### src/rtl/irq_gather.sv
module irq_gather #(
  parameter bit MBOX_HELD = 1'b1,
  parameter int PCI_W     = 4
) (
  input  logic             clk,
  input  logic             rst_n,
  input  logic             reg_sel,
  input  logic             reg_wr,
  input  logic [5:0]       reg_wdata,
  output logic [5:0]       reg_rdata,
  input  logic             rd_err_evt,
  input  logic             wr_err_evt,
  input  logic             dma0_done,
  input  logic             dma1_done,
  input  logic             mbox_req,
  input  logic [PCI_W-1:0] pci_lines,
  input  logic [PCI_W-1:0] pci_line_en,
  output logic             irq_o
);
  localparam int NSRC = 6;
  localparam int NEVT = 4;

  logic [NEVT-1:0] sticky_q;
  logic [NSRC-1:0] mask_q;
  logic [NSRC-1:0] view;
  logic            mbox_bit;
  logic            pci_bit;
  logic            irq_q;

  wire             wr_stat = reg_wr & ~reg_sel;
  wire             wr_mask = reg_wr & reg_sel;
  wire [NEVT-1:0]  evt     = {dma1_done, dma0_done, wr_err_evt, rd_err_evt};

  always_ff @(posedge clk or negedge rst_n)
    if (!rst_n) sticky_q <= '0;
    else        sticky_q <= evt | (wr_stat ? (sticky_q & reg_wdata[NEVT-1:0]) : sticky_q);

  generate
    if (MBOX_HELD) begin : g_mbox_held
      logic mbox_q;
      always_ff @(posedge clk or negedge rst_n)
        if (!rst_n) mbox_q <= 1'b0;
        else        mbox_q <= mbox_req | (wr_stat ? (mbox_q & reg_wdata[NEVT]) : mbox_q);
      assign mbox_bit = mbox_q;
    end else begin : g_mbox_level
      assign mbox_bit = mbox_req;
    end
  endgenerate

  assign pci_bit = |(pci_lines & pci_line_en);
  assign view    = {pci_bit, mbox_bit, sticky_q};

  always_ff @(posedge clk or negedge rst_n)
    if (!rst_n)       mask_q <= '0;
    else if (wr_mask) mask_q <= reg_wdata;

  always_ff @(posedge clk or negedge rst_n)
    if (!rst_n) irq_q <= 1'b0;
    else        irq_q <= |(view & mask_q);

  assign reg_rdata = reg_sel ? mask_q : view;
  assign irq_o     = irq_q;
endmodule


### config.mk
export PLATFORM = sky130hd
export DESIGN_NAME = irq_gather
export DESIGN_NICKNAME = d
export VERILOG_FILES = /design/src/rtl/irq_gather.sv
export SDC_FILE = /design/constraint.sdc
export NUM_CORES = 1
export LEC_CHECK = 0
export ABC_AREA = 1
export CORE_MARGIN = 2
export CORE_UTILIZATION = 38
export CTS_BUF_LIST = sky130_fd_sc_hd__clkbuf_16
export CTS_CLUSTER_DIAMETER = 60
export DETAILED_ROUTE_END_ITERATION = 8
export GPL_TIMING_DRIVEN = 0
export PLACE_DENSITY = 0.88
export SLEW_MARGIN = 20
export SYNTH_ARGS = -nofsm -noshare
export SYNTH_HDL_FRONTEND = slang
export SYNTH_SLANG_ARGS = --single-unit
### constraint.sdc
create_clock -name clk -period 0.8 [get_ports clk]
set_input_delay 0.08 -clock clk [delete_from_list [all_inputs] [get_ports clk]]
set_output_delay 0.08 -clock clk [all_outputs]
set_load 0.01 [all_outputs]
Word-level counts from Yosys, hierarchy flattened. Index checks and enable logic that the tools add are counted.

Register bits: 12. Output and inout port bits: 7. Input port bits: 23. Logic and storage cells: 18.

Reduce and logical (&&, ||, !) cells: 2. Multiplexer cells: 3. Bitwise gates (word level): 9.

Operators by type and width (number): $and 4x4->4 (2); $and 6x6->6 (1); $mux 6 (1); $reduce_or 6->1 (1); $mux 4 (1); $or 4x4->4 (1); $reduce_or 4->1 (1); $and 1x1->1 (3); $mux 1 (1); $not 1->1 (1); $or 1x1->1 (1).

Depth between registers and ports, before layout. Gate-level depths: netlist (run 1).

Word-level depth: 4. Mapped depth: 4. Gate-level depth less buffers: 4.

Worst setup path after synthesis (run 1). No wires, ideal clock.

Path kind: register -> register. From: reg sticky_q[3]. To: reg irq_q, in the netlist irq_o. Path buffers: 0. Path slack: 0.050 ns. Period minus slack after synthesis: 0.750 ns. Setup time: 0.123 ns. Arrival time: 0.627 ns. Stages on the path, launching flop included: 5. Data required time: 0.677 ns. Cell sequence: dfrtp_1 nand2_1 nand3_1 nor2_1 nand2_1.

Word-level cells in the longest chain between the ends: 2.

RTL lines: from (decl) (RTL line 23) `logic [NEVT-1:0] sticky_q;`; from (signal assigned) (RTL line 36) `else sticky_q <= evt | (wr_stat ? (sticky_q & reg_wdata[NEVT-1:0]) : sticky_q);`; $and 6x6->6 (RTL line 59) `else irq_q <= |(view & mask_q);`; $reduce_or 6->1 (RTL line 59); to (signal assigned) (RTL line 59); to (decl) (RTL line 28) `logic irq_q;`.

Every way passes these cells. A chain may end at the register's enable or synchronous reset.

Final worst setup path (run 1).
From: reg sticky_q[3]. To: out reg_rdata[3].

Word-level cells in the longest chain between the ends: 1.

RTL lines: $mux 6 (RTL line 61) `assign reg_rdata = reg_sel ? mask_q : view;`; to (decl) (RTL line 10) `output logic [5:0] reg_rdata,`.

Every way passes these cells.

==> results.yml, run 1 <==
hold_path:
  hold_path_class: "in -> reg"
floorplan:
  die_x_um: 44.5
  fp.coreArea_um2: 1520
  chipHeight_um: 44.5
  ports: 30
  dieArea_um2: 1980
  initial_utilization: 0.408
  total_number_of_placement_rows: 14
placement:
  dp_hpwl_um: 1130
  finalWeightedCongestion: 0.779
  numPlacedInstances: 128
  placement.io_buffers: 28
  dp_worst_setup_slack_ns: -0.777
sta:
  timing.clock.skew_ns: 0.000443
  maxSlewHeadroom: 0.632
  slew_violations: 0
  worst-slew-pin-transition_ns: 0.550
  setup-violations-final: 9
  finalWorstSetupSlack_ns: -0.195
  hold_violations: 0
  max_freq_ghz: 1.00
  post-route-period-util: 1.24
  final_critical_path_required_period_ns: 0.995
  rsz_0062_raised_after_global_routing: "true"
global_route:
  grt.overflow.total: 0
  grt_first_pass_wirelength_um: 3080
  groute.usage.overall: 0.215
  vias_in_the_first_global_route: 748
  antenna_found_initial: 0
  largest_net_degree_at_the_start_of_global_routing: 13
run:
  drv.max_cap_violation_count: 0
synthesis:
  ys_async_rst_share: 1.00
  syn_nets: 107
  combinational_family_with_the_most_area_after_synthesis: "simple AND/OR/NAND/NOR gates"
  number_of_flip_flops_and_latches_in_the_synthesized_netlist: 12
  cell_area_after_synthesis_um2: 622
  synthesis.instances: 84
  yosys-top-cells-area: "sky130_fd_sc_hd__dfrtp_1 48%, sky130_fd_sc_hd__nand2_1 29%, sky130_fd_sc_hd__o21ai_2 7.0%"
  synth_xor_xnor_area_share: 0
  synth_enable_flop_cells: 0
  synth_cell_types: 10
  library_cell_with_the_highest_instance_count_after_synthesis: "sky130_fd_sc_hd__nand2_1"
  post_synth_and_or_nand_nor_area_fraction: 0.370
  synth_commonest_cells: "48 x sky130_fd_sc_hd__nand2_1, 12 x sky130_fd_sc_hd__dfrtp_1, 7 x sky130_fd_sc_hd__nand3_1, 5 x sky130_fd_sc_hd__inv_1, 5 x sky130_fd_sc_hd__o21ai_2"
  post-synth-top-area-fraction: 0.483
  synthMuxAreaShare: 0
  ys_seq_area_frac: 0.483
  synth_flop_cell: "sky130_fd_sc_hd__dfrtp_1"
  synth.largest_area_cell: "sky130_fd_sc_hd__dfrtp_1"
  synthAdderAreaFrac: 0
  yosysWarnings: 0
  synth-compound-area-share: 0.0865
  avgSynthCellArea_um2: 7.40
drt:
  highest-signal-layer: "met4"
  detailroute.via_count: 737
  met2_wirelength_um: 984
  routed_wirelength_um: 1960
  drtAntennaViolNets: 0
  wl_on_met1_um: 761
  first_pass_iters: 4
  drc: 0
  routedWlPerCell_um: 13.6
  met3WireLength_um: 151
  drt_first_iter_violations: 13
  vias_per_std_cell: 5.12
finish:
  register_area_um2: 300
  layoutNonFillerInstCount: 144
  multi_input_comb_area_um2: 302
  nNetsFinal: 153
  post_route_cells_drive_above_1_share: 0.281
  filler_cell_count: 122
  num_antenna_cells: 0
  area_growth_pct: 75.0
power:
  power.density_cell_area_nw_per_um2: 1930
  largest_vdd_supply_drop_mv: 1.37
  leakage_nw: 0.577
run_status:
  violated_checks: "negative setup slack"
  run_status: "finished with violations"
clock_network:
  clk-insertion-delay-late_ns: 0.24
  clk_transition_reported_paths_ns: 0.04
  ctsLongestPathBuffers: 2
  cts_tree: "built"
  sinks_on_clock_net: 12
  number_of_clock_buffers_inserted_by_tritoncts: 3
  root_buffer: "sky130_fd_sc_hd__clkbuf_16"
  cts_htree_levels: 1
  cts_hold_buffers: 0
setup_path:
  cp_slowest_cell: "sky130_fd_sc_hd__dfrtp_1"
  worst_ep_arrival_time_ns: 0.92
  critPathMaxStageDelay_ns: 0.39
  critical_path_required_time_ns: 0.72
  crit_path_end_kind: "output pin"
  worstSetupStartpointType: "register"
  cp_max_fo: 2
  crit_path_cell_trace: "nand2_1 > nand2_1 > buf_2"
  crit_top_cell: "sky130_fd_sc_hd__nand2_1"
  timing_worst_setup_path_type: "reg -> out"
  r2r_setup_slack_ns: -0.11
per-layer routing:
metal / GRT usage / up-vias
met3: 0.0653 / 9
li1: - / 352
met4: 0.0788 / 0
met2: 0.397 / 35
met1: 0.226 / 341
met5: 0 / -
area by class of cell:
cell class / instances / share of cell area
inverter: 6 / 0.0207
clock buffer: 3 / 0.0690
timing repair buffer: 41 / 0.322
tap: 16 / 0.0184
sequential: 12 / 0.276
buffer: 2 / 0.0172
multi-input combinational: 64 / 0.277
layout by cell type (no fill, tap or decap):
| master | count |
|---|---|
| sky130_fd_sc_hd__nand3_1 | 6 |
| sky130_fd_sc_hd__dfrtp_1 | 12 |
| sky130_fd_sc_hd__clkbuf_16 | 3 |
| sky130_fd_sc_hd__nand2_1 | 45 |
| sky130_fd_sc_hd__nand3_2 | 1 |
| sky130_fd_sc_hd__o21ai_1 | 1 |
| sky130_fd_sc_hd__clkdlybuf4s50_1 | 12 |
| sky130_fd_sc_hd__o21ai_2 | 5 |
| sky130_fd_sc_hd__o21ai_0 | 1 |
| sky130_fd_sc_hd__nand2_2 | 2 |
| sky130_fd_sc_hd__buf_2 | 7 |
| sky130_fd_sc_hd__buf_6 | 6 |
| sky130_fd_sc_hd__nand2_4 | 2 |
| sky130_fd_sc_hd__nor2_1 | 1 |
| sky130_fd_sc_hd__dlygate4sd2_1 | 9 |
| sky130_fd_sc_hd__inv_2 | 1 |
| sky130_fd_sc_hd__inv_1 | 5 |
| sky130_fd_sc_hd__buf_4 | 9 |
logic make-up after synthesis:
family,after synthesis
DFF,12
and+or+nand+nor,57
buffers and inverters,8
AOI/OAI and AO/OA,7
final timing paths:
| path | from | end | cells past startpoint |
|---|---|---|---|
| setup / recovery | sticky_q[3]$_DFF_PN0_ | reg_rdata[3] | 3 |
| hold / removal | reg_wr | mask_q[0]$_DFFE_PN0P_ | 3 |
| setup reg to reg | mask_q[3]$_DFFE_PN0P_ | irq_o$_DFF_PN0_ | 5 |
| hold reg to reg | mask_q[4]$_DFFE_PN0P_ | mask_q[4]$_DFFE_PN0P_ | 3 |
| max in group asynchronous | rst_n | g_mbox_held.mbox_q$_DFF_PN0_ | 1 |
| min in group asynchronous | rst_n | sticky_q[1]$_DFF_PN0_ | 1 |
worst max-delay path: cells and delay by family, from the launching register on:
family	cells	cell delay (ns)
buf+inv	1	0.14
flops	1	0.39
simple gates	2	0.16
flip-flops by register name, summed over array words and instances, names as in the netlist:
| signal | cells |
|---|---|
| g_mbox_held.mbox_q | 1 |
| irq_o | 1 |
| sticky_q | 4 |
| mask_q | 6 |
where the power goes:
part	switching, mW	total (mW)	internal [mW]	leakage (nW)
Clock	0.250	0.901	0.650	0.0370
Combinational	0.233	0.496	0.264	0.409
Sequential	0.0332	0.700	0.667	0.131
stage by stage:
stage                util  hold WS (ns)  setup TNS, ns  area [um^2]  total power, mW
floorplan               -        -0.216              0          622            0.884
global placement    0.605         0.401          -8.44          922             1.11
detailed placement  0.605         0.407          -8.88          922             1.12
CTS                 0.681         0.160         -0.885         1040             2.03
global route        0.714         0.161          -1.52         1090             2.19
finish              0.714         0.158          -1.14         1090             2.10
repair_timing:
action                     in CTS  in global routing
setup endpoints to repair      19                  8
buffers inserted               11                  2
pin swaps                      12                  6
resized for setup              39                 10
(Power assumes the default switching activity.)
==> run 2: changes to the inputs <==
- MAX_ROUTING_LAYER: not set -> met4
==> results.yml, run 2 (synthesis gave the netlist of run 1 again) <==
run_status:
  run_status: "finished with violations"
  violated_checks: "negative setup slack"
finish:
  area_growth_pct: 75.0
  final_core_util: 0.714
  num_antenna_cells: 0
  final_cell_mix: "45 x sky130_fd_sc_hd__nand2_1, 12 x sky130_fd_sc_hd__dfrtp_1, 12 x sky130_fd_sc_hd__clkdlybuf4s50_1"
  largest_register_ffs: 6
  biggestRegsByFlops: "mask_q x6, sticky_q x4"
  layout_commonest_cell: "sky130_fd_sc_hd__nand2_1"
  top_register: "mask_q"
  post_route_cells_drive_above_1_share: 0.281
  nNetsFinal: 153
setup_path:
  worst_ep_arrival_time_ns: 0.92
  cp_max_fo: 2
  crit_top_cell: "sky130_fd_sc_hd__nand2_1"
  crit_path_end_kind: "output pin"
  r2r_setup_slack_ns: -0.11
  r2r-end: "irq_o$_DFF_PN0_"
  reg2reg_from: "mask_q[3]$_DFFE_PN0P_"
  cp_slowest_cell: "sky130_fd_sc_hd__dfrtp_1"
  cp_top_family: "flip-flops"
  r2r_cells: 5
  timing_worst_setup_path_type: "reg -> out"
  critPathMaxStageDelay_ns: 0.39
  worstSetupStartpointType: "register"
  crit_path_cell_trace: "nand2_1 > nand2_1 > buf_2"
  critical_path_required_time_ns: 0.72
  timing.critical_path.buf_inv: 1
sta:
  hold_violations: 0
  post-route-period-util: 1.24
  final_critical_path_required_period_ns: 0.995
  slew_violations: 0
  timing.clock.skew_ns: 0.000454
  maxSlewHeadroom: 0.632
  setup-violations-final: 9
  max_freq_ghz: 1.00
  worst-slew-pin-transition_ns: 0.551
  finalWorstSetupSlack_ns: -0.195
  rsz_0062_raised_after_global_routing: "true"
drt:
  routed_wirelength_um: 1940
  routedWlPerCell_um: 13.5
  vias_per_std_cell: 5.17
  detailroute.via_count: 744
  drtAntennaViolNets: 0
  drc: 0
  first_pass_iters: 4
  drt_first_iter_violations: 14
global_route:
  grt_first_pass_wirelength_um: 3090
  grt.overflow.total: 0
  vias_in_the_first_global_route: 746
  largest_net_degree_at_the_start_of_global_routing: 13
  groute.usage.overall: 0.222
  antenna_found_initial: 0
power:
  power_frac_seq: 0.334
  share_clk_of_total_power: 0.429
  power.net_switching_uw: 516
  power.share.combinational: 0.237
  leakage_nw: 0.577
  largest_vdd_supply_drop_mv: 1.37
  power.switching_fraction: 0.246
  cell_internal_pwr_mw: 1.58
  total_power_mw: 2.10
  power.density_cell_area_nw_per_um2: 1930
clock_network:
  cts_tree: "built"
  cts_hold_buffers: 0
  ctsLongestPathBuffers: 2
  clk-insertion-delay-late_ns: 0.24
  root_buffer: "sky130_fd_sc_hd__clkbuf_16"
  clk_transition_reported_paths_ns: 0.04
  sinks_on_clock_net: 12
  cts_htree_levels: 1
  number_of_clock_buffers_inserted_by_tritoncts: 3
placement:
  placement.io_buffers: 28
  dp_hpwl_um: 1130
  finalWeightedCongestion: 0.790
floorplan:
  total_number_of_placement_rows: 14
  chipHeight_um: 44.5
  die_x_um: 44.5
  dieArea_um2: 1980
  fp.coreArea_um2: 1520
  ports: 30
  initial_utilization: 0.408
hold_path:
  hold_path_class: "in -> reg"
  min_path_cells: 3
  hp-start: "reg_wr"
  min_to: "mask_q[0]$_DFFE_PN0P_"
run:
  drv.max_cap_violation_count: 0
run 2: cell counts in the layout (fill, tap and decap cells not counted):
Identical to the previous run, type by type.
run 2: cell type report:
type | instances | area [um^2]
sequential | 12 | 300
tap | 16 | 20.0
fill | 122 | 435
timing repair buffer | 41 | 350
multi-input combinational | 64 | 302
buffer | 2 | 18.8
clock buffer | 3 | 75.1
inverter | 6 | 22.5
run 2: how the worst max path moves through the flow:
stage               slack [ns]                  start  cells after the start               to
floorplan                 0.05  sticky_q[3]$_DFF_PN0_                      4  irq_o$_DFF_PN0_
global placement         -0.77                reg_sel                      5     reg_rdata[3]
detailed placement       -0.78                reg_sel                      5     reg_rdata[1]
CTS                      -0.14  sticky_q[3]$_DFF_PN0_                      3     reg_rdata[3]
global route             -0.23  sticky_q[2]$_DFF_PN0_                      3     reg_rdata[2]
finish                   -0.20  sticky_q[3]$_DFF_PN0_                      3     reg_rdata[3]
run 2: metrics by stage:
stage                     setup WS [ns]  setup TNS, ns  hold slack [ns]  std cells  area (um^2)
after floorplan                  0.0497              0           -0.216         84          622
after global placement           -0.765          -8.44            0.401        128          922
after detailed placement         -0.777          -8.88            0.407        128          922
after CTS                        -0.135         -0.885            0.160        142         1040
after global routing             -0.226          -1.52            0.161        144         1090
final                            -0.195          -1.14            0.159        144         1090
run 2: power by group through the flow:
stage               clock network [mW]  registers [mW]  logic, mW
floorplan                            0           0.712      0.172
global placement                     0           0.714      0.392
detailed placement                   0           0.717      0.402
CTS                              0.900           0.693      0.443
global route                     0.943           0.706      0.542
finish                           0.900           0.700      0.496
run 2: worst min-delay path, delay by kind of cell:
| kind | cells | cell delay [ns] |
|---|---|---|
| buffers and inverters | 1 | 0.15 |
| and+or+nand+nor | 2 | 0.13 |
run 2: layer usage:
layer | GRT usage | vias up | part of all wire
met4 | 0.0788 | 0 | 0.028
met1 | 0.229 | 343 | 0.38
met2 | 0.397 | 43 | 0.50
met3 | 0.0653 | 7 | 0.084
met5 | - | - | 0
li1 | - | 351 | -
run 2: repair_timing:
action                     4_1_cts  5_1_grt
resized for setup               39       10
pin swaps                       12        6
setup endpoints to repair       19        8
buffers inserted                11        2
